--- src/rtl/nbc_pkg.sv ---
package nbc_pkg;

    typedef enum logic [2:0] {
        OP_CMD  = 3'd0,
        OP_ADDR = 3'd1,
        OP_WR   = 3'd2,
        OP_RD   = 3'd3,
        OP_BUSY = 3'd4
    } nbc_op_e;

    typedef enum logic [2:0] {
        S_IDLE,
        S_ASU,
        S_SETUP,
        S_HOLD,
        S_BUSY
    } nbc_state_e;

    typedef struct packed {
        logic ce_n;
        logic cle;
        logic ale;
        logic we_n;
        logic re_n;
        logic dq_oe;
    } nbc_pins_t;

    localparam nbc_pins_t PINS_IDLE = '{ce_n: 1'b1, cle: 1'b0, ale: 1'b0,
                                        we_n: 1'b1, re_n: 1'b1, dq_oe: 1'b0};

endpackage

--- src/rtl/nbc_tick.sv ---
module nbc_tick #(
    parameter int OS_RATIO = 16
) (
    input  logic clk,
    input  logic rst,
    output logic tick
);
    localparam int PW = $clog2(OS_RATIO);

    logic [PW-1:0] phase_q;

    assign tick = (phase_q == PW'(OS_RATIO - 1));

    always_ff @(posedge clk) begin
        if (rst) phase_q <= '0;
        else     phase_q <= tick ? '0 : phase_q + PW'(1);
    end
endmodule

--- src/rtl/nbc_dly_gate.sv ---
module nbc_dly_gate #(
    parameter int DLY_W        = 4,
    parameter int SETTLE_TICKS = 64
) (
    input  logic             clk,
    input  logic             rst,
    input  logic             tick,
    input  logic             dly_en,
    input  logic [DLY_W-1:0] rd_dly_in,
    input  logic             half_in,
    output logic [DLY_W-1:0] rd_dly,
    output logic             half_ref,
    output logic             dly_on,
    output logic             settling
);
    localparam int SW = $clog2(SETTLE_TICKS + 1);

    logic          en_q;
    logic [SW-1:0] settle_q;
    logic          rise;

    assign rise     = dly_en & ~en_q;
    assign dly_on   = en_q;
    assign settling = rise | (settle_q != '0);

    always_ff @(posedge clk) begin
        if (rst) begin
            en_q     <= 1'b0;
            rd_dly   <= '0;
            half_ref <= 1'b0;
            settle_q <= '0;
        end else begin
            en_q <= dly_en;
            // delay settings only move while the delay logic is off
            if (!dly_en) begin
                rd_dly   <= rd_dly_in;
                half_ref <= half_in;
            end
            if (rise)
                settle_q <= SW'(SETTLE_TICKS);
            else if (tick && settle_q != '0)
                settle_q <= settle_q - SW'(1);
        end
    end
endmodule

--- src/rtl/nbc_capture.sv ---
module nbc_capture #(
    parameter int OS_RATIO = 16,
    parameter int DLY_W    = 4,
    parameter int DQ_W     = 8
) (
    input  logic             clk,
    input  logic             rst,
    input  logic             start,
    input  logic             dly_on,
    input  logic [DLY_W-1:0] rd_dly,
    input  logic             half_ref,
    input  logic [DQ_W-1:0]  dq_in,
    output logic             pending,
    output logic             rd_valid,
    output logic [DQ_W-1:0]  rd_data
);
    localparam int STEP_FULL = OS_RATIO / 8;
    localparam int STEP_HALF = OS_RATIO / 16;
    localparam int DW        = $clog2(((1 << DLY_W) - 1) * STEP_FULL + 1) + 1;

    logic [DW-1:0] dly_ticks;
    logic [DW-1:0] dcnt_q;
    logic          bypass;

    assign dly_ticks = DW'(rd_dly) * (half_ref ? DW'(STEP_HALF) : DW'(STEP_FULL));
    assign bypass    = !dly_on || (rd_dly == '0);

    always_ff @(posedge clk) begin
        if (rst) begin
            pending  <= 1'b0;
            dcnt_q   <= '0;
            rd_valid <= 1'b0;
            rd_data  <= '0;
        end else begin
            rd_valid <= 1'b0;
            if (start && bypass) begin
                rd_data  <= dq_in;
                rd_valid <= 1'b1;
            end else if (start) begin
                pending <= 1'b1;
                dcnt_q  <= dly_ticks;
            end else if (pending) begin
                if (dcnt_q == DW'(1)) begin
                    rd_data  <= dq_in;
                    rd_valid <= 1'b1;
                    pending  <= 1'b0;
                end
                dcnt_q <= dcnt_q - DW'(1);
            end
        end
    end
endmodule

--- src/rtl/nbc_seq.sv ---
module nbc_seq
    import nbc_pkg::*;
#(
    parameter int CNT_W    = 6,
    parameter int TMO_W    = 16,
    parameter int TMO_UNIT = 4096,
    parameter int DQ_W     = 8
) (
    input  logic             clk,
    input  logic             rst,
    input  logic             tick,
    input  logic             settling,
    input  logic             cmd_valid,
    input  logic [2:0]       cmd_op,
    input  logic [DQ_W-1:0]  cmd_byte,
    input  logic [CNT_W-1:0] asu,
    input  logic [CNT_W-1:0] dsu,
    input  logic [CNT_W-1:0] dho,
    input  logic [TMO_W-1:0] busy_tmo,
    input  logic             rb_n,
    input  logic             cap_pending,
    output logic             cmd_ready,
    output nbc_pins_t        pins,
    output logic [DQ_W-1:0]  dq_out,
    output logic             cap_start,
    output logic             busy_done,
    output logic             tmo_flag
);
    localparam int BW = TMO_W + $clog2(TMO_UNIT) + 1;

    nbc_state_e       state_q;
    logic [CNT_W-1:0] cnt_q;
    logic [2:0]       op_q;
    logic [BW-1:0]    bcnt_q;
    logic [BW-1:0]    limit;
    logic             accept;

    function automatic logic [CNT_W-1:0] ld(input logic [CNT_W-1:0] n);
        return (n == '0) ? '0 : n - CNT_W'(1);
    endfunction

    assign limit     = BW'(busy_tmo) * BW'(TMO_UNIT);
    assign cmd_ready = (state_q == S_IDLE) && tick && !settling;
    assign accept    = cmd_valid && cmd_ready;
    assign cap_start = (state_q == S_SETUP) && tick && (cnt_q == '0) && (op_q == OP_RD);

    always_ff @(posedge clk) begin
        if (rst) begin
            state_q   <= S_IDLE;
            cnt_q     <= '0;
            op_q      <= '0;
            bcnt_q    <= '0;
            pins      <= PINS_IDLE;
            dq_out    <= '0;
            busy_done <= 1'b0;
            tmo_flag  <= 1'b0;
        end else begin
            busy_done <= 1'b0;
            case (state_q)
                S_IDLE: if (accept) begin
                    op_q   <= cmd_op;
                    dq_out <= cmd_byte;
                    case (cmd_op)
                        OP_CMD, OP_ADDR: begin
                            pins.ce_n  <= 1'b0;
                            pins.cle   <= (cmd_op == OP_CMD);
                            pins.ale   <= (cmd_op == OP_ADDR);
                            pins.dq_oe <= 1'b1;
                            if (asu != '0) begin
                                state_q <= S_ASU;
                                cnt_q   <= asu - CNT_W'(1);
                            end else begin
                                state_q   <= S_SETUP;
                                cnt_q     <= ld(dsu);
                                pins.we_n <= 1'b0;
                            end
                        end
                        OP_WR: begin
                            pins.ce_n  <= 1'b0;
                            pins.dq_oe <= 1'b1;
                            pins.we_n  <= 1'b0;
                            state_q    <= S_SETUP;
                            cnt_q      <= ld(dsu);
                        end
                        OP_RD: begin
                            pins.ce_n <= 1'b0;
                            pins.re_n <= 1'b0;
                            state_q   <= S_SETUP;
                            cnt_q     <= ld(dsu);
                        end
                        OP_BUSY: begin
                            pins.ce_n <= 1'b0;
                            bcnt_q    <= '0;
                            state_q   <= S_BUSY;
                        end
                        default: ;
                    endcase
                end
                S_ASU: if (tick) begin
                    if (cnt_q == '0) begin
                        state_q   <= S_SETUP;
                        cnt_q     <= ld(dsu);
                        pins.we_n <= 1'b0;
                    end else begin
                        cnt_q <= cnt_q - CNT_W'(1);
                    end
                end
                S_SETUP: if (tick) begin
                    if (cnt_q == '0) begin
                        state_q   <= S_HOLD;
                        cnt_q     <= ld(dho);
                        pins.we_n <= 1'b1;
                        pins.re_n <= 1'b1;
                    end else begin
                        cnt_q <= cnt_q - CNT_W'(1);
                    end
                end
                S_HOLD: if (tick) begin
                    if (cnt_q == '0 && !cap_pending) begin
                        state_q <= S_IDLE;
                        pins    <= PINS_IDLE;
                    end else if (cnt_q != '0) begin
                        cnt_q <= cnt_q - CNT_W'(1);
                    end
                end
                S_BUSY: begin
                    if (rb_n) begin
                        busy_done <= 1'b1;
                        state_q   <= S_IDLE;
                        pins      <= PINS_IDLE;
                    end else if (tick) begin
                        if (bcnt_q >= limit) begin
                            tmo_flag <= 1'b1;
                            state_q  <= S_IDLE;
                            pins     <= PINS_IDLE;
                        end else begin
                            bcnt_q <= bcnt_q + BW'(1);
                        end
                    end
                end
                default: begin
                    state_q <= S_IDLE;
                    pins    <= PINS_IDLE;
                end
            endcase
        end
    end
endmodule

--- src/rtl/nand_cycle_gen.sv ---
module nand_cycle_gen
    import nbc_pkg::*;
#(
    parameter int OS_RATIO     = 16,
    parameter int CNT_W        = 6,
    parameter int TMO_W        = 16,
    parameter int TMO_UNIT     = 4096,
    parameter int DLY_W        = 4,
    parameter int SETTLE_TICKS = 64
) (
    input  logic             clk,
    input  logic             rst,
    input  logic [CNT_W-1:0] cfg_addr_setup,
    input  logic [CNT_W-1:0] cfg_data_setup,
    input  logic [CNT_W-1:0] cfg_data_hold,
    input  logic [TMO_W-1:0] cfg_busy_tmo,
    input  logic [DLY_W-1:0] cfg_rd_dly,
    input  logic             cfg_half_ref,
    input  logic             cfg_dly_en,
    input  logic             cmd_valid,
    input  logic [2:0]       cmd_op,
    input  logic [7:0]       cmd_byte,
    output logic             cmd_ready,
    output logic             rd_valid,
    output logic [7:0]       rd_data,
    output logic             busy_done,
    output logic             tmo_flag,
    output logic             nand_ce_n,
    output logic             nand_cle,
    output logic             nand_ale,
    output logic             nand_we_n,
    output logic             nand_re_n,
    output logic [7:0]       nand_dq_out,
    output logic             nand_dq_oe,
    input  logic [7:0]       nand_dq_in,
    input  logic             nand_rb_n
);
    logic             tick;
    logic             settling;
    logic             dly_on;
    logic             half_q;
    logic [DLY_W-1:0] rd_dly_q;
    logic             cap_start;
    logic             cap_pending;
    nbc_pins_t        pins;

    nbc_tick #(.OS_RATIO(OS_RATIO)) u_tick (
        .clk (clk),
        .rst (rst),
        .tick(tick)
    );

    nbc_dly_gate #(.DLY_W(DLY_W), .SETTLE_TICKS(SETTLE_TICKS)) u_gate (
        .clk      (clk),
        .rst      (rst),
        .tick     (tick),
        .dly_en   (cfg_dly_en),
        .rd_dly_in(cfg_rd_dly),
        .half_in  (cfg_half_ref),
        .rd_dly   (rd_dly_q),
        .half_ref (half_q),
        .dly_on   (dly_on),
        .settling (settling)
    );

    nbc_seq #(.CNT_W(CNT_W), .TMO_W(TMO_W), .TMO_UNIT(TMO_UNIT), .DQ_W(8)) u_seq (
        .clk        (clk),
        .rst        (rst),
        .tick       (tick),
        .settling   (settling),
        .cmd_valid  (cmd_valid),
        .cmd_op     (cmd_op),
        .cmd_byte   (cmd_byte),
        .asu        (cfg_addr_setup),
        .dsu        (cfg_data_setup),
        .dho        (cfg_data_hold),
        .busy_tmo   (cfg_busy_tmo),
        .rb_n       (nand_rb_n),
        .cap_pending(cap_pending),
        .cmd_ready  (cmd_ready),
        .pins       (pins),
        .dq_out     (nand_dq_out),
        .cap_start  (cap_start),
        .busy_done  (busy_done),
        .tmo_flag   (tmo_flag)
    );

    nbc_capture #(.OS_RATIO(OS_RATIO), .DLY_W(DLY_W), .DQ_W(8)) u_cap (
        .clk     (clk),
        .rst     (rst),
        .start   (cap_start),
        .dly_on  (dly_on),
        .rd_dly  (rd_dly_q),
        .half_ref(half_q),
        .dq_in   (nand_dq_in),
        .pending (cap_pending),
        .rd_valid(rd_valid),
        .rd_data (rd_data)
    );

    assign nand_ce_n  = pins.ce_n;
    assign nand_cle   = pins.cle;
    assign nand_ale   = pins.ale;
    assign nand_we_n  = pins.we_n;
    assign nand_re_n  = pins.re_n;
    assign nand_dq_oe = pins.dq_oe;
endmodule

--- config.mk ---
export PLATFORM = sky130hd
export DESIGN_NAME = nand_cycle_gen
export DESIGN_NICKNAME = d
export VERILOG_FILES = /design/src/rtl/nbc_pkg.sv /design/src/rtl/nbc_tick.sv /design/src/rtl/nbc_dly_gate.sv /design/src/rtl/nbc_capture.sv /design/src/rtl/nbc_seq.sv /design/src/rtl/nand_cycle_gen.sv
export SDC_FILE = /design/constraint.sdc
export NUM_CORES = 1
export LEC_CHECK = 0
export BUFFER_PORTS_ARGS = -buffer_cell sky130_fd_sc_hd__buf_2
export CAP_MARGIN = 20
export CELL_PAD_IN_SITES_DETAIL_PLACEMENT = 1
export CELL_PAD_IN_SITES_GLOBAL_PLACEMENT = 1
export CORE_MARGIN = 3
export CORE_UTILIZATION = 35
export DETAILED_ROUTE_END_ITERATION = 16
export GPL_TIMING_DRIVEN = 0
export HOLD_SLACK_MARGIN = 0.12
export MAX_ROUTING_LAYER = met4
export PLACE_DENSITY = 0.81
export SYNTH_ARGS = -nofsm -noshare
export SYNTH_HDL_FRONTEND = slang
export SYNTH_SLANG_ARGS = --single-unit
--- constraint.sdc ---
create_clock -name clk -period 5.02 [get_ports clk]
set_input_delay 1.004 -clock clk [delete_from_list [all_inputs] [get_ports clk]]
set_output_delay 1.004 -clock clk [all_outputs]
set_load 0.01 [all_outputs]
==> results of run 1 <==
==> synth_stat cells (12+ instances only) <==
cell type	n
inv_1	45
ha_1	30
a31oi_1	12
or4_1	18
dfxtp_1	90
nor4_1	12
nor2_1	71
a21oi_1	48
xnor2_1	12
clkbuf_1	29
nor3_1	24
nand2_1	65
nand3_1	23
o21ai_0	15
mux2i_1	45
==> power breakdown <==
part	leakage (nW)	switching [mW]	internal (mW)
clock network	0.145	0.323	0.350
registers	0.728	0.0353	0.754
logic	1.73	0.472	0.270
==> how the worst max path moves through the flow <==
stage,startpoint,end,slack [ns],cells after the start
2_1_floorplan,cfg_busy_tmo[14],u_seq.bcnt_q[13],1.89,10
3_3_place_gp,cfg_busy_tmo[14],u_seq.bcnt_q[18],1.26,12
3_5_place_dp,cfg_busy_tmo[14],u_seq.bcnt_q[18],1.20,12
4_1_cts,cfg_busy_tmo[14],u_seq.bcnt_q[18],1.55,12
5_1_grt,u_gate.settle_q[0],u_seq.bcnt_q[25],1.25,10
6_report,u_gate.settle_q[0],u_seq.bcnt_q[21],1.59,10
==> registers in the layout, indices dropped and copies added, names as in the netlist, 4 cells and up <==
| register | flops |
|---|---|
| u_cap.rd_data | 8 |
| u_gate.settle_q | 7 |
| u_seq.pins | 6 |
| u_seq.bcnt_q | 29 |
| u_tick.phase_q | 4 |
| u_cap.dcnt_q | 6 |
| u_seq.dq_out | 8 |
| u_seq.cnt_q | 6 |
| u_gate.rd_dly | 4 |
==> cell type report <==
| type | count | area (um2) |
|---|---|---|
| Clock buffer | 9 | 225 |
| Sequential cell | 90 | 1800 |
| Buffer | 35 | 138 |
| Tap cell | 184 | 230 |
| Clock inverter | 7 | 71.3 |
| Multi-Input combinational cell | 508 | 3310 |
| Inverter | 46 | 173 |
| Fill cell | 1870 | 8490 |
| Timing Repair Buffer | 85 | 425 |
==> critical path: stages (launching register included) <==
cell      delay [ns]
dfxtp_1         0.33
inv_1           0.06
ha_1            0.16
nor3b_1         0.38
nand2_1         0.26
nor4_2          0.88
a21oi_1         0.36
clkbuf_1        0.34
clkbuf_1        0.30
nand2_1         0.13
mux2i_1         0.08
==> metrics by stage <==
stage                     setup WS (ns)  total power [mW]  area [um2]  hold slack (ns)
after global placement             1.26              1.52        6070            0.464
after CTS                          1.55              2.21        6370            0.491
final                              1.59              2.20        6370            0.493
after global routing               1.25              2.35        6370            0.516
after floorplan                    1.89              1.33        5420            0.442
after detailed placement           1.20              1.54        6070            0.471
==> kinds of logic after synthesis <==
logic type,Yosys count,share of synthesized area (%)
compound gates,146,17.5
xor+xnor,21,3.39
fa+ha+maj,30,6.93
simple gates,266,25.0
mux,45,8.31
buf+inv,81,5.72
flops,90,33.2
==> routing by layer <==
layer / vias up / wire [um]
li1: 2630 / -
met1: 2522 / 7330
met2: 101 / 7660
met3: 24 / 585
met4: 0 / 308
met5: - / 0
==> flow_summary.yaml, run 1 <==
cts:
  cts_sinks: 90
  numCtsBuffers: 9
  cts_tree: "built"
  htreeDepth: 3
  cts_root_buf: "clkbuf_16"
  clock_path_buffers: 2
  worstSkewPairLatency_ns: 0.35
  ctsResizeCount: 0
  clkTransAtPathRegs_ns: 0.07
  cts_setup_buffers: 0
  ctsHoldBuffers: 0
synthesis:
  synth_edf_count: 0
  synthCells: 679
  synth_seq_cells: 90
  ys_seq_area_share_pct: 33.2
  yosysTopAreaCell: "dfxtp_1"
  syn-num-nets: 772
  synth_top_area_share_pct: 33.2
  synth.area.top_cells: "dfxtp_1, mux2i_1, ha_1, nor2_1, nand2_1"
  synth_cell_types: 63
  synthArstFlopShare_pct: 0
  ys_warn_count: 0
  avgSynthCellArea_um2: 7.98
  synthFlopType: "dfxtp_1"
  syn_area_mm2: 0.00542
finish:
  drive_gt1_share_pct: 14.6
  final_common_cell: "dfxtp_1"
  final_cell_mix: "dfxtp_1, buf_2, nor2_1, nand2_1, a21oi_1"
  final_nets: 868
  area_growth_pct: 17.6
  stdcell_count: 964
  n_antenna_cell: 0
  final_core_util_pct: 42.9
setup_path:
  critPathLaunchType: "register"
  reg2reg_setup_slack_ns: 1.59
  crit-reg2reg-launch: "u_gate.settle_q[0]"
  arrival_ns: 3.66
  path_max_fanout: 10
  required_ns: 5.25
  cp-end-kind: "register"
  crit_type: "register to register"
  r2r-end: "u_seq.bcnt_q[21]"
  reg2regPathDepth: 10
drt:
  num_vias: 5277
  viasPerCell: 5.47
  drc: 0
  drt-total-wl_um: 15900
  drtPass1Iterations: 4
  ant_nets: 0
  wl_per_cell_um: 16.5
  drt_iter0_markers: 303
timing:
  fmax_mhz: 291
  drv_slew: 0
  fin_skew_ns: 0.00815
  post-route-period-util_pct: 68.4
  worst_slew_pin_slew_ns: 1.03
  setup_violations: 0
  rsz0062_at_grt: "no"
  finalSetupTns_ns: 0
  final_hold_viol_count: 0
  maxSlewHeadroom_pct: 31.2
  period_minus_slack_ns: 3.43
floorplan:
  die_area_mm2: 0.0170
  coreArea_mm2: 0.0149
  start_util_pct: 36.5
  die_y_um: 130
  die_w_um: 130
  rows: 44
  io_pins: 89
hold_path:
  min_to: "u_seq.bcnt_q[28]"
  holdPathStages: 1
  min_path_type: "register to register"
  worstHoldStart: "u_seq.bcnt_q[28]"
grt:
  grt_pass1_wl_um: 25900
  grt.overflow.total: 0
  gr-usage-all-layers_pct: 19.5
  grtUsageMet1_pct: 24.4
  grt_busiest_layer: "met2"
  grt_pass1_vias: 5272
  use_met3_pct: 3.05
  antenna_found_initial: 0
  grt_max_degree: 19
  use_met2_pct: 32.5
pwr:
  p_leak_nw: 2.60
  ir_drop_mv: 0.251
  p_per_area_mw_per_mm2: 346
run_status:
  status: "completed"
placement:
  place_hpwl_um: 12200
  gp_congestion: 0.846
  portBuffers: 84
  dp.cells: 947
run:
  max_cap_viol_count: 0
No activity file was read; power rests on OpenSTA's default activity.
==> inputs of run 2 (changes only) <==
ABC_AREA = 1   (was not set)
PLACE_DENSITY = 0.86   (was 0.81)
clock period = 2.8 ns   (was 5.02 ns; I/O delays follow)
==> flow_summary.yaml, run 2 <==
drt:
  maxUsedRoutingLayer: "met4"
  drt_iter0_markers: 250
  drc: 0
  ant_nets: 0
  drtPass1Iterations: 4
  wl_per_cell_um: 14.8
  met1Wirelength_um: 8700
  drt-total-wl_um: 19300
  dr_wl_met3_um: 723
  wl_met2_um: 9630
  num_vias: 6579
  viasPerCell: 5.07
finish:
  largest_reg_flops: 29
  regMostFlops: "u_seq.bcnt_q"
  n_antenna_cell: 0
  top_regs: "u_seq.bcnt_q x29, u_cap.rd_data x8, u_seq.dq_out x8"
  final_nets: 1166
  area_growth_pct: 16.7
  drive_gt1_share_pct: 13.0
  final_cell_mix: "nand2_1, nor2_1, inv_1, buf_2, dfxtp_1"
  final_common_cell: "nand2_1"
  n_fill_cell: 2326
grt:
  grt.overflow.total: 0
  grt_pass1_wl_um: 32300
  grt_max_degree: 20
  antenna_found_initial: 0
  gr-usage-all-layers_pct: 21.7
  grt_pass1_vias: 6772
cts:
  cts_sinks: 90
  cts_tree: "built"
  clock_path_buffers: 2
  htreeDepth: 3
  worstSkewPairLatency_ns: 0.36
  clkTransAtPathRegs_ns: 0.08
  numCtsBuffers: 9
  ctsHoldBuffers: 0
  cts_root_buf: "clkbuf_16"
synthesis:
  ys_seq_area_share_pct: 29.6
  synthCells: 975
  ys_warn_count: 0
  synthFlopType: "dfxtp_1"
  synth.area.top_cells: "dfxtp_1, nand2_1, nor2_1, inv_1, nand3_1"
  synth_top_area_share_pct: 29.6
  synth_edf_count: 0
  synth_most_common_cell: "nand2_1"
  syn-num-nets: 1068
  avgSynthCellArea_um2: 6.25
  synthArstFlopShare_pct: 0
  synth_cell_types: 40
  yosysTopAreaCell: "dfxtp_1"
  synth_common_cells: "nand2_1, nor2_1, inv_1"
  synth_seq_cells: 90
  syn_area_mm2: 0.00610
timing:
  fin_skew_ns: 0.0158
  setup_violations: 0
  post-route-period-util_pct: 88.7
  drv_slew: 0
  worst_slew_pin_slew_ns: 0.702
  fmax_mhz: 403
  period_minus_slack_ns: 2.48
  fin_ws_ns: 0.316
  maxSlewHeadroom_pct: 53.2
  rsz0062_at_grt: "no"
  final_hold_viol_count: 0
  fin_hold_ws_ns: 0.421
placement:
  dp_slack_ns: -0.0116
  gp_congestion: 0.935
  place_hpwl_um: 15400
  portBuffers: 87
setup_path:
  cp-end-kind: "register"
  r2r-end: "u_seq.bcnt_q[19]"
  setup.worst_path.start: "u_seq.bcnt_q[20]"
  required_ns: 3.07
  crit_chain: "ha_1, nand2_1, nor2_2, nand3b_1, nand3_1, nand2_1, nand2_1, nand2_2, nand2_1, buf_4, buf_6, nand2_1, a21oi_1"
  reg2regPathDepth: 13
  path_common_cell: "nand2_1"
  slowest_delay_ns: 0.39
  critical_path.endpoint: "u_seq.bcnt_q[19]"
  path_max_fanout: 10
  critPathLaunchType: "register"
  reg2reg_setup_slack_ns: 0.32
  cpMaxStageDelayCell: "dfxtp_1"
  crit_type: "register to register"
  arrival_ns: 2.76
  crit-reg2reg-launch: "u_seq.bcnt_q[20]"
hold_path:
  min_path_type: "input port to register"
run:
  max_cap_viol_count: 0
pwr:
  p_leak_nw: 3.12
  ir_drop_mv: 0.418
  p_per_area_mw_per_mm2: 601
floorplan:
  die_area_mm2: 0.0190
  rows: 47
  die_y_um: 138
  io_pins: 89
  start_util_pct: 36.3
  die_w_um: 138
  coreArea_mm2: 0.0168
run_status:
  status: "completed"
-- run 2: cell count changes in the layout (fill, tap and decap cells not counted), moves of 14 or more --
| cell | change |
|---|---|
| nand3_1 | +60 |
| a21oi_1 | +25 |
| clkbuf_1 | -14 |
| inv_1 | +75 |
| nor2_1 | +94 |
| mux2i_1 | -43 |
| nand2_1 | +150 |
| o21ai_0 | +32 |
| or4_1 | -18 |
-- run 2: timing repair --
action                     in CTS  in global routing
setup buffers                   0                  0
gates resized for setup         0                  1
setup endpoints to repair       0                  3
-- run 2: worst min-delay path by stage --
stage	startpoint	to	slack [ns]	cells past startpoint
2_1_floorplan	u_tick.phase_q[0]	u_tick.phase_q[0]	0.42	1
3_3_place_gp	u_seq.dq_out[2]	u_seq.dq_out[2]	0.43	2
3_5_place_dp	u_seq.dq_out[4]	u_seq.dq_out[4]	0.44	2
4_1_cts	nand_dq_in[2]	u_cap.rd_data[2]	0.41	3
5_1_grt	nand_dq_in[2]	u_cap.rd_data[2]	0.43	3
6_report	nand_dq_in[0]	u_cap.rd_data[0]	0.42	3
-- run 2: kinds of logic after synthesis --
logic type	synth area share, %
mux	0.328
xor+xnor	3.73
fa+ha+maj	6.16
buf+inv	9.89
compound gates	11.9
flops	29.6
simple gates	38.4
-- run 2: metrics by stage --
stage          area [um2]  instances  power, mW  utilization, %  setup TNS (ns)
3_5_place_dp         6810       1282       3.02            40.5         -0.0116
4_1_cts              7110       1298       4.30            42.3               0
5_1_grt              7110       1298       4.56            42.3               0
3_3_place_gp         6810       1282       2.98            40.5               0
2_1_floorplan        6100        975       2.57               -               0
6_report             7110       1298       4.27            42.3               0
-- run 2: metal layers --
metal  vias up  GRT usage, %
met5         -             -
met4         0          5.38
met3        18          3.23
met2       111          38.1
met1      3105          26.3
li1       3345             -
-- run 2: critical path, delay by kind of cell (launching register included) --
kind                       cells  cell delay, ns
adders and majority gates      1            0.33
buffers and inverters          2            0.33
DFF                            1            0.39
and+or+nand+nor                9            1.22
AOI/OAI and AO/OA              1            0.15
-- run 2: where the power goes --
group	leakage [nW]	internal [mW]	switching (mW)	total, mW
Combinational	2.24	0.502	1.06	1.56
Clock	0.151	0.641	0.620	1.26
Sequential	0.729	1.37	0.0850	1.45
Total	3.12	2.51	1.76	4.27
-- run 2: cell type report --
| cell class | instances | area (um2) | share of cell area, % |
|---|---|---|---|
| multi-input combinational | 733 | 3690 | 51.9 |
| sequential | 90 | 1800 | 25.3 |
| inverter | 128 | 480 | 6.75 |
| timing repair buffer | 87 | 435 | 6.12 |
| tap | 220 | 275 | 3.87 |
| clock buffer | 9 | 225 | 3.17 |
| buffer | 24 | 123 | 1.72 |
| clock inverter | 7 | 78.8 | 1.11 |
==> inputs of run 3 (changes only) <==
CAP_MARGIN = not set   (was 20)
CELL_PAD_IN_SITES_GLOBAL_PLACEMENT = 2   (was 1)
CORE_UTILIZATION = 31   (was 35)
PLACE_DENSITY = 0.93   (was 0.86)
clock period = 2.45 ns   (was 2.8 ns; I/O delays follow)
==> flow_summary.yaml, run 3 (synthesis gave the netlist of run 2 again) <==
timing:
  final_hold_viol_count: 0
  rsz0062_at_grt: "no"
  maxSlewHeadroom_pct: 46.8
  post-route-period-util_pct: 91.5
  fin_skew_ns: 0.0122
  fmax_mhz: 446
  drv_slew: 0
  setup_violations: 0
  period_minus_slack_ns: 2.24
  worst_slew_pin_slew_ns: 0.792
floorplan:
  die_area_mm2: 0.0214
  start_util_pct: 32.1
  rows: 50
  io_pins: 89
  die_y_um: 146
  die_w_um: 146
  coreArea_mm2: 0.0190
cts:
  worstSkewPairLatency_ns: 0.36
  clkTransAtPathRegs_ns: 0.07
  cts_root_buf: "clkbuf_16"
  htreeDepth: 3
  numCtsBuffers: 9
  cts_tree: "built"
  clock_path_buffers: 2
  cts_sinks: 90
  ctsHoldBuffers: 0
setup_path:
  cp.depth: 13
  cp-end-kind: "register"
  critPathLaunchType: "register"
  required_ns: 2.66
  cpMaxStageDelayCell: "dfxtp_1"
  path_common_cell: "nand2_1"
  slowest_delay_ns: 0.46
  reg2reg_setup_slack_ns: 0.21
  crit_type: "register to register"
  r2r-end: "u_seq.bcnt_q[24]"
  reg2regPathDepth: 13
  setup.worst_path.start: "u_seq.bcnt_q[25]"
  arrival_ns: 2.45
  path_max_fanout: 10
  crit_chain: "ha_1, nand4_1, inv_1, nand2_1, nand2_1, nor2_2, nand2_2, nand2_4, nand2_1, buf_4, buf_6, nand2_1, a21oi_1"
  crit-reg2reg-launch: "u_seq.bcnt_q[25]"
  cp_num_buf_inv: 3
  critical_path.endpoint: "u_seq.bcnt_q[24]"
  crit_family: "simple AND/OR/NAND/NOR gates"
pwr:
  p_per_area_mw_per_mm2: 673
  clkPwrFrac_pct: 28.7
  p_int_mw: 2.85
  p_switching_mw: 1.98
  switching_share_pct: 40.9
  p_comb_share_pct: 36.8
  p_seq_share_pct: 34.5
  ir_drop_mv: 0.418
  p_leak_nw: 3.13
drt:
  num_vias: 6528
  drt_iter0_markers: 278
  met1Wirelength_um: 8900
  wl_per_cell_um: 14.3
  drt-total-wl_um: 19100
  ant_nets: 0
  dr_wl_met3_um: 665
  viasPerCell: 4.88
  drc: 0
  wl_met2_um: 9390
  drtPass1Iterations: 4
  maxUsedRoutingLayer: "met4"
finish:
  final_nets: 1166
  area_growth_pct: 17.6
  stdcell_count: 1338
  final_common_cell: "nand2_1"
  final_cell_area_mm2: 0.00717
  n_antenna_cell: 0
  top_regs: "u_seq.bcnt_q x29, u_cap.rd_data x8, u_seq.dq_out x8"
  regMostFlops: "u_seq.bcnt_q"
  drive_gt1_share_pct: 13.7
  final_cell_mix: "nand2_1, nor2_1, inv_1, buf_2, dfxtp_1"
  largest_reg_flops: 29
placement:
  postPlaceCellArea_mm2: 0.00686
  gp_congestion: 0.902
  dp.cells: 1322
  place_hpwl_um: 15300
  portBuffers: 87
grt:
  grt.overflow.total: 0
  grt_pass1_wl_um: 31800
  grt_pass1_vias: 6548
  grt_max_degree: 18
  antenna_found_initial: 0
  gr-usage-all-layers_pct: 18.4
run:
  max_cap_viol_count: 0
run_status:
  status: "completed"
hold_path:
  min_path_type: "input port to register"
  worstHoldStart: "nand_dq_in[5]"
-- run 3: cell count changes in the layout (fill, tap and decap cells not counted) --
cell and change:
inv_8 -2, clkinv_8 -1, nor2_2 +3, clkinv_4 -1, nand3_1 -1, dfxtp_2 +2
nand3_2 +1, clkinv_2 +2, nand2_1 -2, nor2_1 -3, inv_6 +2, nand2_2 +1
nand2_4 +1, dfxtp_1 -2
-- run 3: worst register-to-register path, cell delays in order (launching register included) --
cell     delay, ns
dfxtp_1       0.46
ha_1          0.29
nand4_1       0.14
inv_1         0.05
nand2_1       0.06
nand2_1       0.08
nor2_2        0.22
nand2_2       0.11
nand2_4       0.15
nand2_1       0.09
buf_4         0.18
buf_6         0.15
nand2_1       0.06
a21oi_1       0.06
-- run 3: final cells by class --
cell class / count / area (um2)
Tap cell: 260 / 325
Timing Repair Buffer: 87 / 435
Fill cell: 2604 / 11800
Buffer: 24 / 123
Inverter: 128 / 480
Clock inverter: 7 / 58.8
Sequential cell: 90 / 1800
Multi-Input combinational cell: 733 / 3720
Clock buffer: 9 / 225
-- run 3: metal layers --
layer,vias to the layer above,global-route usage (%)
met1,3060,22.0
li1,3347,-
met5,-,-
met3,16,3.29
met4,0,3.29
met2,105,32.7
-- run 3: repair_timing --
action                                  4_1_cts  5_1_grt
endpoints found under the hold margin         0        0
setup buffers                                 0        0
pin swaps                                     0        0
endpoints found under the setup margin        1       36
gates resized for setup                       2        8
-- run 3: metrics by stage --
stage | setup WS [ns] | power [mW] | hold WS, ns | setup TNS [ns] | util [%]
final | 0.207 | 4.83 | 0.349 | 0 | 37.7
after global routing | 0.00399 | 5.20 | 0.355 | 0 | 37.7
after CTS | 0.0647 | 4.90 | 0.339 | 0 | 37.6
after detailed placement | -0.195 | 3.48 | 0.441 | -3.57 | 36.1
after global placement | -0.125 | 3.45 | 0.429 | -2.29 | 36.1
after floorplan | 0.410 | 2.93 | 0.418 | 0 | -
-- run 3: how the worst min path moves through the flow --
stage                         to  slack [ns]  depth (start not counted)
6_report        u_cap.rd_data[5]        0.35                          3
2_1_floorplan  u_tick.phase_q[0]        0.42                          1
3_3_place_gp   u_tick.phase_q[0]        0.43                          1
4_1_cts         u_cap.rd_data[5]        0.34                          3
3_5_place_dp     u_seq.dq_out[5]        0.44                          2
5_1_grt         u_cap.rd_data[3]        0.35                          3
-- run 3: power by group through the flow --
stage / sequential (mW) / clock [mW] / combinational, mW
global placement: 1.70 / 0 / 1.76
CTS: 1.67 / 1.44 / 1.79
global route: 1.68 / 1.51 / 2.00
detailed placement: 1.70 / 0 / 1.78
finish: 1.67 / 1.38 / 1.78
floorplan: 1.69 / 0 / 1.25
